**config.mk**
```make
export PLATFORM = sky130hd
export DESIGN_NAME = vidPrioMixer
export DESIGN_NICKNAME = d
export VERILOG_FILES = /design/src/rtl/vidmix_pkg.sv /design/src/rtl/vidmix_ctrl.sv /design/src/rtl/vidmix_path.sv /design/src/rtl/vidPrioMixer.sv
export SDC_FILE = /design/constraint.sdc
export NUM_CORES = 1
export LEC_CHECK = 0
export ABC_AREA = 1
export BUFFER_PORTS_ARGS = -buffer_cell sky130_fd_sc_hd__buf_4
export CORE_ASPECT_RATIO = 2
export CORE_MARGIN = 4
export CORE_UTILIZATION = 60
export DETAILED_ROUTE_END_ITERATION = 12
export GPL_TIMING_DRIVEN = 0
export HOLD_SLACK_MARGIN = 0.12
export PLACE_DENSITY_LB_ADDON = 0.2
export REMOVE_ABC_BUFFERS = 1
export SLEW_MARGIN = 40
export SYNTH_ARGS = -nofsm -noshare
export SYNTH_HDL_FRONTEND = slang
export SYNTH_SLANG_ARGS = --single-unit
```
**constraint.sdc**
```tcl
create_clock -name clk -period 5 [get_ports clk]
set_clock_uncertainty 0.15 [all_clocks]
set_input_delay 1.5 -clock clk [delete_from_list [all_inputs] [get_ports clk]]
set_output_delay 1.5 -clock clk [all_outputs]
set_load 0.005 [all_outputs]
```
**src/rtl/vidmix_pkg.sv**
```systemverilog
package vidmix_pkg;
  // Strobes and decoded controls handed from the control unit to the datapath
  typedef struct packed {
    logic       pixStb;
    logic       en1;
    logic       en2;
    logic [1:0] mode;
  } mixCtl_t;

  localparam logic [1:0] MODE_S1_OVER = 2'b00;
  localparam logic [1:0] MODE_SPR_UP  = 2'b01;
  localparam logic [1:0] MODE_S1BG_UP = 2'b10;
  localparam logic [1:0] MODE_S1_ALT  = 2'b11;
endpackage

```
**src/rtl/vidmix_ctrl.sv**
```systemverilog
module vidmix_ctrl
  import vidmix_pkg::*;
#(
  parameter int WIN_W    = 10,
  parameter int WIN_BASE = 64,
  parameter int ADDR_W   = 3
) (
  input  logic              clk,
  input  logic              rstN,
  input  logic              wrEn,
  input  logic [ADDR_W-1:0] wrAddr,
  input  logic [7:0]        wrData,
  input  logic              lineStart,
  input  logic              pixValid,
  output mixCtl_t           ctl
);
  localparam int HI_W = WIN_W - 8;
  localparam logic [WIN_W-1:0] BASE_V  = WIN_W'(WIN_BASE);
  localparam logic [WIN_W-1:0] CNT_MAX = {WIN_W{1'b1}};

  logic [7:0]       ctrlByte [2];
  logic [WIN_W-1:0] winWidth [2];
  logic [WIN_W-1:0] pixCnt;
  logic [WIN_W-1:0] curIdx;
  logic [1:0]       winAct;
  logic [3:0]       nibble;

  // Register file: two control bytes, two split window widths
  always_ff @(posedge clk) begin
    if (!rstN) begin
      ctrlByte[0] <= '0;
      ctrlByte[1] <= '0;
      winWidth[0] <= '0;
      winWidth[1] <= '0;
    end else if (wrEn) begin
      case (wrAddr)
        ADDR_W'(0): ctrlByte[0] <= wrData;
        ADDR_W'(1): ctrlByte[1] <= wrData;
        ADDR_W'(2): winWidth[0][7:0] <= wrData;
        ADDR_W'(3): winWidth[0][WIN_W-1:8] <= wrData[HI_W-1:0];
        ADDR_W'(4): winWidth[1][7:0] <= wrData;
        ADDR_W'(5): winWidth[1][WIN_W-1:8] <= wrData[HI_W-1:0];
        default: ;
      endcase
    end
  end

  // Pixel position along the line
  assign curIdx = lineStart ? '0 : pixCnt;

  always_ff @(posedge clk) begin
    if (!rstN) begin
      pixCnt <= '0;
    end else if (lineStart) begin
      pixCnt <= pixValid ? WIN_W'(1) : '0;
    end else if (pixValid && pixCnt != CNT_MAX) begin
      pixCnt <= pixCnt + 1'b1;
    end
  end

  // One comparator per window
  for (genvar k = 0; k < 2; k++) begin : g_win
    assign winAct[k] = (winWidth[k] >= BASE_V) && (curIdx < (winWidth[k] - BASE_V));
  end

  // Region picks the nibble: {window2, window1}
  always_comb begin
    case (winAct)
      2'b11:   nibble = ctrlByte[0][3:0];
      2'b10:   nibble = ctrlByte[0][7:4];
      2'b01:   nibble = ctrlByte[1][3:0];
      default: nibble = ctrlByte[1][7:4];
    endcase
  end

  assign ctl.pixStb = pixValid;
  assign ctl.en1    = nibble[0];
  assign ctl.en2    = nibble[1];
  assign ctl.mode   = nibble[3:2];

  AST_CNT_CLEAR: assert property (@(posedge clk) disable iff (!rstN)
    lineStart && !pixValid |=> pixCnt == '0);
  AST_CNT_STEP: assert property (@(posedge clk) disable iff (!rstN)
    !lineStart && pixValid && pixCnt != CNT_MAX |=> pixCnt == $past(pixCnt) + 1'b1);
  AST_CNT_SATURATE: assert property (@(posedge clk) disable iff (!rstN)
    !lineStart && pixCnt == CNT_MAX |=> pixCnt == CNT_MAX);
  AST_CNT_HOLD: assert property (@(posedge clk) disable iff (!rstN)
    !lineStart && !pixValid |=> $stable(pixCnt));
endmodule

```
**src/rtl/vidmix_path.sv**
```systemverilog
module vidmix_path
  import vidmix_pkg::*;
#(
  parameter int PIX_W = 9,
  parameter int COL_W = 4
) (
  input  logic             clk,
  input  logic             rstN,
  input  mixCtl_t          ctl,
  input  logic [PIX_W-1:0] src1Pix,
  input  logic [PIX_W-1:0] src2Pix,
  output logic [PIX_W-1:0] outPix,
  output logic             outValid
);
  localparam int SPR_BIT = PIX_W - 1;

  logic op1, op2, spr1, spr2;
  logic [PIX_W-1:0] mixed;

  assign op1  = ctl.en1 && (src1Pix[COL_W-1:0] != '0);
  assign op2  = ctl.en2 && (src2Pix[COL_W-1:0] != '0);
  assign spr1 = src1Pix[SPR_BIT];
  assign spr2 = src2Pix[SPR_BIT];

  always_comb begin
    mixed = '0;
    case (ctl.mode)
      MODE_SPR_UP: begin
        if (op1 && spr1)      mixed = src1Pix;
        else if (op2 && spr2) mixed = src2Pix;
        else if (op1)         mixed = src1Pix;
        else if (op2)         mixed = src2Pix;
      end
      MODE_S1BG_UP: begin
        if (op1 && !spr1)     mixed = src1Pix;
        else if (op2)         mixed = src2Pix;
        else if (op1)         mixed = src1Pix;
      end
      default: begin
        if (op1)              mixed = src1Pix;
        else if (op2)         mixed = src2Pix;
      end
    endcase
  end

  always_ff @(posedge clk) begin
    if (!rstN) begin
      outPix   <= '0;
      outValid <= 1'b0;
    end else begin
      outPix   <= ctl.pixStb ? mixed : '0;
      outValid <= ctl.pixStb;
    end
  end

  AST_VALID_ALIGN: assert property (@(posedge clk) disable iff (!rstN)
    ctl.pixStb |=> outValid);
  AST_IDLE_ZERO: assert property (@(posedge clk) disable iff (!rstN)
    !ctl.pixStb |=> !outValid && outPix == '0);
  AST_PASS_THROUGH: assert property (@(posedge clk) disable iff (!rstN)
    ctl.pixStb |=> outPix == '0 || outPix == $past(src1Pix) || outPix == $past(src2Pix));
  AST_NO_ENABLE: assert property (@(posedge clk) disable iff (!rstN)
    ctl.pixStb && !ctl.en1 && !ctl.en2 |=> outPix == '0);
  AST_OPAQUE_ONLY: assert property (@(posedge clk) disable iff (!rstN)
    outPix != '0 |-> outPix[COL_W-1:0] != '0);
endmodule

```
**src/rtl/vidPrioMixer.sv**
```systemverilog
module vidPrioMixer
  import vidmix_pkg::*;
#(
  parameter int PIX_W    = 9,
  parameter int WIN_W    = 10,
  parameter int WIN_BASE = 64,
  parameter int ADDR_W   = 3
) (
  input  logic              clk,
  input  logic              rstN,
  input  logic              wrEn,
  input  logic [ADDR_W-1:0] wrAddr,
  input  logic [7:0]        wrData,
  input  logic              lineStart,
  input  logic              pixValid,
  input  logic [PIX_W-1:0]  src1Pix,
  input  logic [PIX_W-1:0]  src2Pix,
  output logic [PIX_W-1:0]  outPix,
  output logic              outValid
);
  mixCtl_t mixCtl;

  vidmix_ctrl #(
    .WIN_W(WIN_W), .WIN_BASE(WIN_BASE), .ADDR_W(ADDR_W)
  ) u_ctrl (
    .clk(clk), .rstN(rstN), .wrEn(wrEn), .wrAddr(wrAddr), .wrData(wrData),
    .lineStart(lineStart), .pixValid(pixValid), .ctl(mixCtl)
  );

  vidmix_path #(
    .PIX_W(PIX_W), .COL_W(4)
  ) u_path (
    .clk(clk), .rstN(rstN), .ctl(mixCtl), .src1Pix(src1Pix), .src2Pix(src2Pix),
    .outPix(outPix), .outValid(outValid)
  );
endmodule

```
Word level (Yosys, flattened, before mapping)
Memory sizes are Yosys's and may differ from the RTL's.
Cells that the tools add are included.

word-level totals
  RAM bits = 36
  input bits = 34
  register bits after elaboration = 20
  memories kept = 2
  output and inout bits = 10
  logic and storage cells = 87

cells by class
  add/sub/neg operators = 3
  reduce and logical (&&, ||, !) cells = 14
  $lt $le $gt $ge = 4
  equal/unequal tests = 11
  multiplexer cells = 44
  bitwise logic cells = 6

memories
  name             words  bits a word  read ports  clocked after Yosys merged registers in  write ports  RTL line           RTL
  u_ctrl.winWidth  2      10           2           0                                        2            vidmix_ctrl.sv:22  logic [WIN_W-1:0] winWidth [2];
  u_ctrl.ctrlByte  2      8            2           0                                        2            vidmix_ctrl.sv:21  logic [7:0] ctrlByte [2];

operator list
  kind                     count
  $mux W9                  7
  $mux W8                  4
  $mux W10                 3
  $mux W1                  26
  $ge A10 B7 Y1 const B    2
  $lt A10 B10 Y1           2
  $sub A10 B7 Y10 const B  2
  $pmux W9 S2              1
  $pmux W4 S3              1
  $add A10 B1 Y10 const B  1
  $ne A10 B10 Y1 const B   1
  $logic_and A1 B1 Y1      8
  $reduce_bool A4 Y1       2
  $eq A2 B2 Y1 const B     3
  $eq A3 B2 Y1 const B     2
  $eq A3 B3 Y1 const B     2
  $or A1 B1 Y1             6
  $eq A2 B1 Y1 const B     2
  $mux W2                  2
  $eq A3 B1 Y1 const B     1
  $logic_not A3 Y1         1
  $reduce_and A2 Y1        1
  $reduce_bool A2 Y1       1
  $logic_not A1 Y1         1

Depth between registers and ports, before layout
An unclocked memory read counts as a cell.

  depth in word-level cells = 12
  mapped depth = 23
  mapped depth without buffers = 22

Modules after synthesis
A second synthesis with hierarchy kept.

unflattened totals
  cell total of the unflattened synthesis = 547
  area, all modules = 4015.1 µm²

modules (own cells, without submodules)
  module       sequential area each (µm²)  cells an instance  area each (µm²)  times used
  vidmix_ctrl  1281.2                      321                2748.9           1
  vidmix_path  200.2                       226                1266.2           1

Worst setup path after synthesis
OpenSTA, ideal clock, no wires.

  path kind = in2reg
  from = input port lineStart
  to = register u_path.outPix[8]
  stages on the path = 19
  setup slack = 845 ps
  path buffers = 3
  data arrival time = 3935 ps
  setup time = 70 ps
  data required time = 4780 ps
  cells stage by stage = clkbuf_1 nor2_1 ha_1 nand2_1 inv_2 nand2_1 nand2_1 nor2_2 nand3_2 buf_6 nor2_1 nand2_1 nand3_1 a31o_2 inv_1 ha_1 clkbuf_1 o211ai_1 a21oi_1

on the way
  cells in the longest elaborated chain, start to end = 11
  elaborated cells between the ends (all ways) = 24
  those cells by class = order compare (2); eq/ne (5); mux (10); reduce/logical (7)

RTL lines
  item                                          RTL line                              RTL
  start, declared                               vidPrioMixer.sv:14                    input logic lineStart,
  $mux W10 (*)                                  vidmix_ctrl.sv:49                     assign curIdx = lineStart ? '0 : pixCnt;
  $lt A10 B10 Y1                                vidmix_ctrl.sv:63                     assign winAct[k] = (winWidth[k] >= BASE_V) && (curIdx < (winWidth[k] - BASE_V));
  $logic_and A1 B1 Y1                           vidmix_ctrl.sv:63
  $eq A2 B1 Y1 or $eq A2 B2 Y1 (tied branches)  vidmix_ctrl.sv:68                     case (winAct)
  $pmux W4 S3 (*)                               vidmix_ctrl.sv:68
  $logic_and A1 B1 Y1                           vidmix_path.sv:21                     assign op2 = ctl.en2 && (src2Pix[COL_W-1:0] != '0);
  $mux W9                                       vidmix_path.sv:32, vidmix_path.sv:41
  $mux W9                                       vidmix_path.sv:40                     if (op1) mixed = src1Pix;
  $mux W9                                       vidmix_path.sv:30                     else if (op2 && spr2) mixed = src2Pix;
  $mux W9                                       vidmix_path.sv:29                     if (op1 && spr1) mixed = src1Pix;
  $pmux W9 S2 (*)                               vidmix_path.sv:27                     case (ctl.mode)
  end signal, assigned                          vidmix_path.sv:51                     outPix <= ctl.pixStb ? mixed : '0;
  end, declared                                 vidmix_path.sv:12                     output logic [PIX_W-1:0] outPix,

Mark *: on every way between the ends. The rest lies on a longest branch, timed or not.
A chain may end at the register's enable or synchronous reset.

Worst setup path in the final report
  from = input port lineStart
  to = register u_path.outPix[3]

The elaborated chain is that of the path after synthesis.

==> impl_metrics.csv <==
group,metric,value,unit
sta,finalCritPeriodShare,0.8988,
floorplanning,num_rows,42,
clocking,cts_hold_buf,0,
routing,first_iter_violations,305,
yosys,syn_inst,559,
clocking,clock-sinks,56,
worst_hold_path,min_from,"u_ctrl.pixCnt[3]$_SDFFE_PN0P_",
sta,relSlewSlack,0.7186,
sta,rsz0062_at_grt,"no",
placement,dpl.hpwl,7.770,mm
routing,firstDrtPassIters,5,
pwr,finalPower,1.202,mW
clocking,clockBufferDepth,2,
yosys,syn_area,0.004079,mm²
yosys,yosys.area.top_type_share,0.2650,
worst_setup_path,start_kind,"input pin",
yosys,synth.most_common_cell,"nand2_1",
pwr,p_leak,2.345,nW
yosys,synth-seq-cells,56,
global_route,grt_pass1_wl,15.80,mm
yosys,synth_commonest_cells,"134 x nand2_1, 103 x inv_1, 62 x nor2_1",
finish,antennaDiodeCount,0,
sta,tns,0,ps
worst_setup_path,required,5030,ps
finish,syn_to_final_growth,13.19,%
clocking,clockRootBuffer,"clkbuf_16",
sta,hold_viol_final,0,
floorplanning,die_x,66.30,µm
clocking,insertion_delay,290,ps
yosys,ys_top_cells_by_area,"edfxtp_1 27%, nand2_1 12%, dfxtp_1 9.8%",
placement,dp.cells,682,
yosys,synth.largest_area_cell,"edfxtp_1",
yosys,yosysSeqAreaShare,0.3632,
placement,portBuffers,43,
global_route,grt.overflow.total,0,
finish,nets,660,
worst_setup_path,r2r_slack,1270,ps
routing,finalWirelength,9.741,mm
clocking,cts-resized-gates,0,
clocking,clkTransAtPathRegs,70,ps
global_route,track_usage,0.2455,
outcome,outcome,"completed",
yosys,synth_edf_count,36,
sta,post-route-min-period,4494,ps
floorplanning,die_h,124.6,µm
global_route,grt_start_max_net_pins,18,
finish,final_cells,690,
floorplanning,start_util,0.6160,
finish,n_fill_cell,598,
worst_setup_path,arrival,4520,ps
routing,routedWlPerCell,14.12,µm
sta,maxSlewViolCount,0,
routing,drc_errors,0,
floorplanning,core,0.006621,mm²
worst_hold_path,hold_path.class,"flop to flop",
worst_setup_path,setup.worst_path.start,"lineStart",
yosys,ys.flop_type,"edfxtp_1",
routing,detail_route.vias_per_cell,5.281,
worst_setup_path,cp_max_fo,12,
placement,place_congestion,0.8886,
sta,max_freq,222.5,MHz
floorplanning,pin_count,44,
worst_setup_path,r2r-start,"u_ctrl.winWidth[1][6]$_DFFE_PP_",
global_route,grt_pass1_vias,3707,
yosys,async_reset_ff_frac,0,
worst_setup_path,endpoint_kind,"flop",
yosys,synth.avg_cell_area,7.297,µm²
worst_setup_path,critical_path_class,"input pin to flop",
clocking,post_cts_buffers,0,
clocking,htreeDepth,2,
routing,num_vias,3644,
flow_run,drv_cap,0,
clocking,cts_tree,"built",
finish,drive_gt1_frac,0.1744,
yosys,synth.distinct_cells,36,
pwr,p_per_area,260.3,mW/mm²
global_route,antenna_found_initial,0,
pwr,ir_drop,344.6,µV
sta,worst_pin_slew,422.1,ps
sta,finalSetupViolCount,0,
clocking,cts_buffers,5,
floorplanning,die_area,0.008261,mm²
yosys,yosys_warnings,0,
routing,postRouteAntennaNets,0,
state kept, by name, indices dropped and copies added (netlist names):
name	flops
u_ctrl.winWidth	20
u_ctrl.pixCnt	10
u_path.outValid	1
u_path.outPix	9
u_ctrl.ctrlByte	16
cell type report:
| type | count | area (µm²) | area share |
|---|---|---|---|
| well taps | 88 | 110.1 | 0.02385 |
| clock buffers | 8 | 157.7 | 0.03415 |
| flip-flops and latches | 56 | 1481 | 0.3209 |
| multi-input cells | 380 | 2103 | 0.4556 |
| inverters | 115 | 441.7 | 0.09566 |
| repair buffers | 43 | 322.8 | 0.06992 |
placed cells by master (no fill, tap or decap), types with 5 or more instances in the layout:
master / netlist / layout
dfxtp_1: 20 / 20
o21ai_0: 14 / 14
nor3_1: 5 / 5
nand2_1: 134 / 134
a21oi_2: 9 / 9
nand2_2: 14 / 14
inv_2: 5 / 5
nand4_1: 11 / 11
clkbuf_16: 0 / 6
inv_1: 103 / 103
nand3_2: 6 / 6
ha_1: 25 / 25
nand3_1: 39 / 39
a21oi_1: 23 / 23
edfxtp_1: 36 / 36
nor2_1: 62 / 62
buf_4: 0 / 43
o21ai_1: 9 / 9
per-layer routing:
| layer | wire [µm] | global-route usage | share of wire | up-vias |
|---|---|---|---|---|
| met4 | 702 | 0.1749 | 0.072 | 0 |
| li1 | - | - | - | 1853 |
| met3 | 431 | 0.03791 | 0.044 | 47 |
| met2 | 5386 | 0.4552 | 0.55 | 137 |
| met1 | 3220 | 0.2257 | 0.33 | 1607 |
| met5 | 0 | 0 | 0 | - |
cells by family (layout without fill, tap and decap cells):
| logic type | after synthesis | after routing | synth area share |
|---|---|---|---|
| adder cells (fa/ha/maj) | 25 | 25 | 0.07669 |
| XOR/XNOR | 4 | 4 | 0.008588 |
| AND/OR/NAND/NOR | 287 | 287 | 0.3347 |
| AO/OA/AOI/OAI | 64 | 64 | 0.09571 |
| flip-flops | 56 | 56 | 0.3632 |
| buffers and inverters | 123 | 166 | 0.1212 |
power breakdown:
part	total, mW	internal, mW	switching [mW]
combinational	0.300	0.106	0.194
sequential	0.537	0.523	0.0138
clock	0.365	0.217	0.148
total	1.20	0.846	0.356
critical path, stage by stage:
cell and delay [ps]:
buf_4 150, nor2_1 230, ha_1 290, nand2_1 100, inv_2 40, nand3_1 100
nor2_1 60, nand2_1 130, nand3_2 270, nor2_1 220, nand2_1 60, nand3_1 80
a31o_2 120, inv_1 40, ha_1 510, inv_1 260, o21ai_0 270, a21oi_2 70
worst paths after layout:
path,end,depth (start not counted)
worst min register to register,u_ctrl.pixCnt[3]$_SDFFE_PN0P_,1
worst max-delay path,u_path.outPix[3]$_SDFF_PN0_,18
worst min-delay path,u_ctrl.pixCnt[3]$_SDFFE_PN0P_,1
worst max register to register,u_path.outPix[3]$_SDFF_PN0_,19
through the flow:
stage	hold WS [ps]	util	worst slack, ps	instance area [µm²]
2_1_floorplan	316.3	-	1064	4026
3_3_place_gp	343.1	0.6735	344.1	4459
3_5_place_dp	355.8	0.6735	273.6	4459
4_1_cts	369.1	0.6973	579.3	4617
5_1_grt	416.6	0.6973	317.1	4617
6_report	369.3	0.6973	505.8	4617
No activity file was read; power rests on OpenSTA's default activity.
